`src/rtl/seg_ldr_pkg.sv`:
```
package seg_ldr_pkg;

    localparam int unsigned BYTE_BITS = 8;
    localparam int unsigned HALF_BITS = BYTE_BITS / 2;

    typedef enum logic [1:0] {
        ST_WAIT  = 2'd0,
        ST_FILL  = 2'd1,
        ST_HAND  = 2'd2,
        ST_SPENT = 2'd3
    } fill_st_t;

    typedef struct packed {
        logic                 vld;
        logic [BYTE_BITS-1:0] data;
    } bus_word_t;

    function automatic int unsigned slot_of(int unsigned cnt, logic rev, int unsigned words);
        return rev ? (words - 1 - cnt) : cnt;
    endfunction

endpackage

```
`src/rtl/seg_nibble_packer.sv`:
```
module seg_nibble_packer
    import seg_ldr_pkg::*;
(
    input  logic                 clk,
    input  logic                 rst,
    input  logic                 clr,
    input  logic                 take,
    input  logic                 wide,
    input  logic [BYTE_BITS-1:0] din,
    output bus_word_t            word_o
);

    logic [HALF_BITS-1:0] hi_q;
    logic                 hi_vld_q;

    always_comb begin
        if (wide) begin
            word_o.vld  = take;
            word_o.data = din;
        end else begin
            word_o.vld  = take && hi_vld_q;
            word_o.data = {hi_q, din[HALF_BITS-1:0]};
        end
    end

    always_ff @(posedge clk) begin
        if (rst || clr) begin
            hi_q     <= '0;
            hi_vld_q <= 1'b0;
        end else if (take && !wide) begin
            if (!hi_vld_q) begin
                hi_q     <= din[HALF_BITS-1:0];
                hi_vld_q <= 1'b1;
            end else begin
                hi_vld_q <= 1'b0;
            end
        end
    end

endmodule

```
`src/rtl/seg_fill_ctrl.sv`:
```
module seg_fill_ctrl
    import seg_ldr_pkg::*;
#(
    parameter int unsigned WORDS = 20,
    localparam int unsigned CW   = $clog2(WORDS + 1),
    localparam int unsigned SW   = (WORDS > 1) ? $clog2(WORDS) : 1
) (
    input  logic          clk,
    input  logic          rst,
    input  logic          lp,
    input  logic          en_in,
    input  logic          rev,
    input  logic          word_vld,
    output logic          take,
    output logic [SW-1:0] slot,
    output logic [CW-1:0] cnt,
    output logic          hand
);

    fill_st_t      state_q;
    logic [CW-1:0] cnt_q;
    logic          hand_q;
    logic          last_word;

    assign last_word = (cnt_q == CW'(WORDS - 1));
    assign take      = !lp && ((state_q == ST_FILL) || (state_q == ST_WAIT && en_in));
    assign slot      = SW'(slot_of(32'(cnt_q), rev, WORDS));
    assign cnt       = cnt_q;
    assign hand      = hand_q;

    always_ff @(posedge clk) begin
        if (rst || lp) begin
            state_q <= ST_WAIT;
            cnt_q   <= '0;
            hand_q  <= 1'b0;
        end else begin
            hand_q <= (state_q == ST_HAND);
            case (state_q)
                ST_WAIT, ST_FILL: begin
                    if (take) begin
                        state_q <= ST_FILL;
                        if (word_vld) begin
                            cnt_q <= cnt_q + 1'b1;
                            if (last_word) state_q <= ST_HAND;
                        end
                    end
                end
                ST_HAND:  state_q <= ST_SPENT;
                default:  state_q <= ST_SPENT;
            endcase
        end
    end

endmodule

```
`src/rtl/seg_line_store.sv`:
```
module seg_line_store
    import seg_ldr_pkg::*;
#(
    parameter int unsigned WORDS = 20,
    localparam int unsigned SW   = (WORDS > 1) ? $clog2(WORDS) : 1,
    localparam int unsigned PIX  = WORDS * BYTE_BITS
) (
    input  logic           clk,
    input  logic           rst,
    input  logic           lp,
    input  bus_word_t      word,
    input  logic [SW-1:0]  slot,
    output logic [PIX-1:0] line_q
);

    logic [PIX-1:0] latch_flat;
    logic           lp_d;

    for (genvar g = 0; g < WORDS; g++) begin : g_slot
        logic [BYTE_BITS-1:0] cell_q;
        always_ff @(posedge clk) begin
            if (rst) begin
                cell_q <= '0;
            end else if (word.vld && slot == SW'(g)) begin
                cell_q <= word.data;
            end
        end
        assign latch_flat[g*BYTE_BITS +: BYTE_BITS] = cell_q;
    end

    always_ff @(posedge clk) begin
        if (rst) begin
            lp_d   <= 1'b0;
            line_q <= '0;
        end else begin
            lp_d <= lp;
            if (lp_d && !lp) line_q <= latch_flat;
        end
    end

endmodule

```
`src/rtl/seg_line_loader.sv`:
```
module seg_line_loader
    import seg_ldr_pkg::*;
#(
    parameter int unsigned PIXELS = 160
) (
    input  logic              clk,
    input  logic              rst,
    input  logic              lp,
    input  logic              wide_mode,
    input  logic              fill_rev,
    input  logic [7:0]        data_in,
    input  logic              chain_a_in,
    input  logic              chain_b_in,
    output logic              chain_a_out,
    output logic              chain_b_out,
    output logic [PIXELS-1:0] line_q
);

    localparam int unsigned WORDS = PIXELS / BYTE_BITS;
    localparam int unsigned CW    = $clog2(WORDS + 1);
    localparam int unsigned SW    = (WORDS > 1) ? $clog2(WORDS) : 1;

    logic          en_in;
    logic          take;
    logic          hand;
    logic [SW-1:0] slot;
    logic [CW-1:0] word_cnt;
    bus_word_t     word;

    assign en_in       = fill_rev ? chain_b_in : chain_a_in;
    assign chain_a_out = fill_rev ? hand : 1'b0;
    assign chain_b_out = fill_rev ? 1'b0 : hand;

    seg_fill_ctrl #(.WORDS(WORDS)) u_ctrl (
        .clk      (clk),
        .rst      (rst),
        .lp       (lp),
        .en_in    (en_in),
        .rev      (fill_rev),
        .word_vld (word.vld),
        .take     (take),
        .slot     (slot),
        .cnt      (word_cnt),
        .hand     (hand)
    );

    seg_nibble_packer u_pack (
        .clk    (clk),
        .rst    (rst),
        .clr    (lp),
        .take   (take),
        .wide   (wide_mode),
        .din    (data_in),
        .word_o (word)
    );

    seg_line_store #(.WORDS(WORDS)) u_store (
        .clk    (clk),
        .rst    (rst),
        .lp     (lp),
        .word   (word),
        .slot   (slot),
        .line_q (line_q)
    );

endmodule

```
`config.mk`:
```
export PLATFORM = sky130hd
export DESIGN_NAME = seg_line_loader
export DESIGN_NICKNAME = d
export VERILOG_FILES = /design/src/rtl/seg_ldr_pkg.sv /design/src/rtl/seg_nibble_packer.sv /design/src/rtl/seg_fill_ctrl.sv /design/src/rtl/seg_line_store.sv /design/src/rtl/seg_line_loader.sv
export SDC_FILE = /design/constraint.sdc
export NUM_CORES = 1
export LEC_CHECK = 0
export CORE_MARGIN = 3
export CORE_UTILIZATION = 25
export CTS_CLUSTER_DIAMETER = 50
export DETAILED_ROUTE_END_ITERATION = 10
export DONT_BUFFER_PORTS = 1
export PLACE_DENSITY = 0.49
export SLEW_MARGIN = 25
export SYNTH_ARGS = -nofsm -noshare
export SYNTH_HDL_FRONTEND = slang
export SYNTH_SLANG_ARGS = --single-unit
```
`constraint.sdc`:
```
create_clock -name clk -period 5.95 [get_ports clk]
set_clock_uncertainty 0.05 [all_clocks]
set_input_delay 0.595 -clock clk [delete_from_list [all_inputs] [get_ports clk]]
set_output_delay 0.595 -clock clk [all_outputs]
set_load 0.02 [all_outputs]
```
## Word-level counts from Yosys, hierarchy flattened

Cells that the tools add are included.
Widths: inputs -> output; s select.

| word-level totals | value |
|---|---|
| register bits | 334 |
| output and inout bits | 162 |

| operators by class | value |
|---|---|
| $add $sub $neg | 2 |
| equal/unequal tests | 23 |
| reductions and logical operators | 34 |
| muxes and demuxes | 10 |
| bitwise operators | 1 |

Operators by type and width:

| cell | number |
|---|---|
| $eq 5x4->1 const B | 8 |
| $eq 5x5->1 const B | 5 |
| $logic_and 1x1->1 | 25 |
| $eq 5x3->1 const B | 4 |
| $eq 5x2->1 const B | 2 |
| $mux 9 | 1 |
| $mux 2 | 4 |
| $add 5x1->5 const B | 1 |
| $eq 5x1->1 const B | 1 |
| $logic_not 5->1 | 1 |
| $mux 5 | 1 |
| $sub 5x5->5 const A | 1 |
| $mux 1 | 4 |
| $reduce_and 3->1 | 1 |
| $eq 2x1->1 const B | 1 |
| $eq 2x2->1 const B | 1 |
| $logic_not 1->1 | 2 |
| $logic_not 2->1 | 1 |
| $logic_or 1x1->1 | 2 |
| $ne 2x1->1 const B | 1 |
| $reduce_and 2->1 | 1 |
| $reduce_or 2->1 | 1 |
| $not 1->1 | 1 |

## Depth between registers and ports, before layout

| depth | value |
|---|---|
| depth after elaboration | 9 |
| gate-level depth with buffers | 8 |
| gate-level depth less buffers | 6 |

## By module

Synthesis repeated with hierarchy kept, for this count alone.

| second synthesis, totals | value |
|---|---|
| cells, all modules | 1342 |
| area total of the unflattened synthesis | 12535.8 µm² |

By module, submodules not included:

| module | cells an instance | instances | seq. area each (µm²) | area an instance (µm²) |
|---|---|---|---|---|
| seg_line_store | 1258 | 1 | 6426.2 | 11752.5 |
| seg_fill_ctrl | 53 | 1 | 160.2 | 456.7 |
| seg_nibble_packer | 28 | 1 | 100.1 | 295.3 |
| seg_line_loader | 3 | 1 | 0.0 | 31.3 |

## Least setup slack after synthesis

Ideal clock, no wire load.

| timing path | value |
|---|---|
| path kind | input to register |
| start | input wide_mode |
| end | register u_store.g_slot[16].cell_q[0] |
| stages on the path | 6 |
| path slack | 4.000 ns |
| arrival | 1.828 ns |
| library setup time | 0.072 ns |
| cells stage by stage | buf_4 -> or2_1 -> buf_4 -> o211ai_2 -> nor3_4 -> mux2i_1 |

| on the way | value |
|---|---|
| cells in the longest elaborated chain, start to end | 2 |

Ends and longest elaborated chain:

| what | RTL line | source |
|---|---|---|
| start: declaration | seg_line_loader.sv:9 | `input logic wide_mode,` |
| $mux 9 | seg_nibble_packer.sv:17 | `if (wide) begin` |
| $logic_and 1x1->1 | seg_line_store.sv:24 | `end else if (word.vld && slot == SW'(g)) begin` |
| end signal: assignment | seg_line_store.sv:25 | `cell_q <= word.data;` |
| end: declaration | seg_line_store.sv:20 | `logic [BYTE_BITS-1:0] cell_q;` |

No other way between the ends.
A chain may end at the register's enable or synchronous reset.

## Final worst setup path

| timing path | value |
|---|---|
| start | register u_ctrl.cnt_q[3] (netlist: u_ctrl.cnt[3]) |
| end | register u_store.g_slot[12].cell_q[2] |

| on the way | value |
|---|---|
| cells in the longest elaborated chain, start to end | 4 |

Ends and longest elaborated chain:

| what | RTL line | source |
|---|---|---|
| start: declaration | seg_fill_ctrl.sv:21 | `logic [CW-1:0] cnt_q;` |
| start signal: assignment | seg_fill_ctrl.sv:43 | `cnt_q <= cnt_q + 1'b1;` |
| $sub 5x5->5 | seg_ldr_pkg.sv:19 | `return rev ? (words - 1 - cnt) : cnt;` |
| $mux 5 (*) | seg_ldr_pkg.sv:19 |  |
| $eq 5x4->1 (*) | seg_line_store.sv:24 |  |
| $logic_and 1x1->1 (*) | seg_line_store.sv:24 |  |
| end signal: assignment | seg_line_store.sv:25 |  |
| end: declaration | seg_line_store.sv:20 |  |

Every way passes the cells marked *; elsewhere a longest branch is shown, timed or not.

==> flow_summary_export.csv <==
group,metric,value,unit
global_routing,track_usage,12.6,%
yosys,async_flop_share,0,%
setup_path,critPathBufInv,1,
finish,layout_commonest_cell,"dfxtp_1",
clock_network,cts_buffers,45,
setup_path,slowest_stage,"nand3b_1",
clock_network,postCtsSetupBuffers,0,
timing,worst_slew_pin_slew,861,ps
die,die-height,231,um
pwr,power,4.91,mW
global_routing,grt_pass1_vias,8399,
route,via_count,8590,
route,first_pass_iters,4,
clock_network,cts.hold.buffers_added,0,
timing,fmax,399,MHz
timing,drv_slew,0,
finish,seqCellArea,6690,um2
finish,multi_input_comb_area,5550,um2
setup_path,startpoint_type,"flop",
setup_path,timing.critical_path.mode_cell,"nand3b_1",
route,drt-total-wl,34.5,mm
setup_path,worstSetupPathType,"flop to flop",
route,dr.first_iter.drc_count,383,
setup_path,worstPathCellList,"inv_1 > ha_1 > nand3b_1 > o2111a_1 > nand3b_1 > mux2i_1",
yosys,synth_edf_count,0,
placed_design,dp_slack,3240,ps
timing,setup_viol,0,
clock_network,cts_tree,"yes",
yosys,netlist_area,12600,um2
yosys,yosysSeqAreaShare,52.9,%
die,die_area,53300,um2
yosys,ys_ff_latch,334,
pwr,p_per_area,338,nW/um2
run,cap_violations,0,
yosys,synth_cell_types,49,
placed_design,placed_area,13100,um2
clock_network,cts_buffer_depth,3,
clock_network,clock-root-buffer,"clkbuf_16",
setup_path,crit_family,"simple AND/OR/NAND/NOR gates",
clock_network,postCtsResizedCells,0,
setup_path,crit_fanout,10,
finish,layout.nets,1309,
finish,drive_gt1_share,8.19,%
pwr,ir_worst_vdd,0.188,mV
setup_path,end_kind,"flop",
die,die_w,231,um
timing,slew_headroom,42.6,%
clock_network,clk_pin_slew,60,ps
setup_path,worstPathArrival,2850,ps
placed_design,gp_congestion,0.706,
status,status,"completed",
timing,hold_viol,0,
finish,num_antenna_cells,0,
route,detail-route-antenna-nets,0,
yosys,syn_area_per_cell,9.42,um2
route,vias_per_cell,4.33,
clock_network,clock-sinks,334,
global_routing,grt_max_degree,331,
global_routing,grt_overflow,0,
die,initial_core_util,25.6,%
finish,final_cell_area,14500,um2
global_routing,grt_pass1_wl,51.8,mm
finish,mostFrequentLayoutCells,"334 x dfxtp_1, 322 x nand2_1, 170 x mux2i_1",
yosys,yosys_warnings,0,
finish,syn_to_final_growth,14.7,%
die,pin_count,177,
placed_design,dpl.cell_count,1906,
timing,fin_crit_sh,42.2,%
timing,setup_tns,0,ps
route,wl_per_cell,17.4,um
pwr,power.leakage,5.16,nW
finish,final_cell_count_no_fill,1982,
yosys,ys.flop_type,"dfxtp_1",
setup_path,required,6290,ps
timing,setup_ws,3440,ps
yosys,syn_inst,1343,
placed_design,hpwl,20.2,mm
timing,finalCriticalPeriod,2510,ps
yosys,synth.net_count,1363,
die,core_area,49500,um2
placed_design,io_buffers,0,
die,rows,81,
clock_network,worstSkewPairLatency,540,ps
finish,nFillCells,5249,
route,drc,0,
worst_hold_path,hold_class,"input pin to flop",
timing,rsz0062_at_grt,"false",
global_routing,antenna_found_initial,0,
setup_path,cpPeakStageDelay,580,ps
clock_network,htreeDepth,2,
sequential cells by signal (all words and copies together) (netlist names):
name and count:
u_store.line_q 160, u_pack.hi_vld_q 1, u_ctrl.hand 1, u_ctrl.cnt 5, u_ctrl.state_q 2, u_store.lp_d 1
u_store.g_slot.cell_q 160, u_pack.hi_q 4
worst paths after layout:
| kind | startpoint | endpoint | slack, ps | depth (start not counted) |
|---|---|---|---|---|
| setup / recovery | u_ctrl.cnt[3] | u_store.g_slot[12].cell_q[2] | 3440 | 6 |
| hold / removal | rst | u_store.line_q[56] | 80 | 1 |
| setup reg to reg | u_ctrl.cnt[3] | u_store.g_slot[12].cell_q[2] | 3440 | 6 |
| hold reg to reg | u_store.g_slot[2].cell_q[3] | u_store.line_q[19] | 390 | 2 |
logic make-up after synthesis:
logic type,after synthesis,synth area share [%]
simple gates,543,21.4
mux,174,14.0
xor+xnor,2,0.139
flops,334,52.9
fa+ha+maj,5,0.495
compound gates,179,7.58
buf+inv,106,3.48
layer usage:
metal	GRT usage (%)	wire [um]	up-vias
li1	-	-	4296
met1	15.3	15100	4078
met2	20.6	16000	162
met3	4.41	2560	54
met4	4.24	816	0
met5	0	0	-
cell usage after synthesis (all sizes together) (2+ instances only):
cell | instances | area [um2]
a21oi | 164 | 825
and2 | 2 | 12.5
and3 | 2 | 12.5
buf | 20 | 118
clkbuf | 84 | 315
dfxtp | 334 | 6690
ha | 5 | 62.6
inv | 2 | 7.51
mux2 | 2 | 26.3
mux2i | 172 | 1750
nand2 | 322 | 1210
nand2b | 165 | 1030
nand3b | 7 | 52.6
nand4 | 4 | 58.8
nor2 | 13 | 51.3
nor2b | 4 | 25.0
nor3 | 10 | 151
nor3b | 2 | 20.0
o211ai | 3 | 32.5
o21ai | 4 | 31.3
or2 | 7 | 43.8
power by group:
part           internal (mW)  leakage [nW]  switching [mW]  total [mW]
clock                   1.53         0.686            1.01        2.54
combinational         0.0364          1.79          0.0836       0.120
sequential              2.24          2.69         0.00451        2.25
layout make-up:
type | instances | area share, %
clock buffers | 61 | 8.66
clock inverters | 15 | 1.01
inverters | 2 | 0.0517
multi-input cells | 903 | 38.3
flip-flops and latches | 334 | 46.1
well taps | 664 | 5.73
repair buffers | 3 | 0.207
per-stage QoR:
stage,hold WS (ps),util (%)
floorplan,382,-
global placement,387,26.5
detailed placement,390,26.5
CTS,27.0,29.3
global route,27.7,29.3
finish,76.7,29.3
No activity file was read; power rests on OpenSTA's default activity.
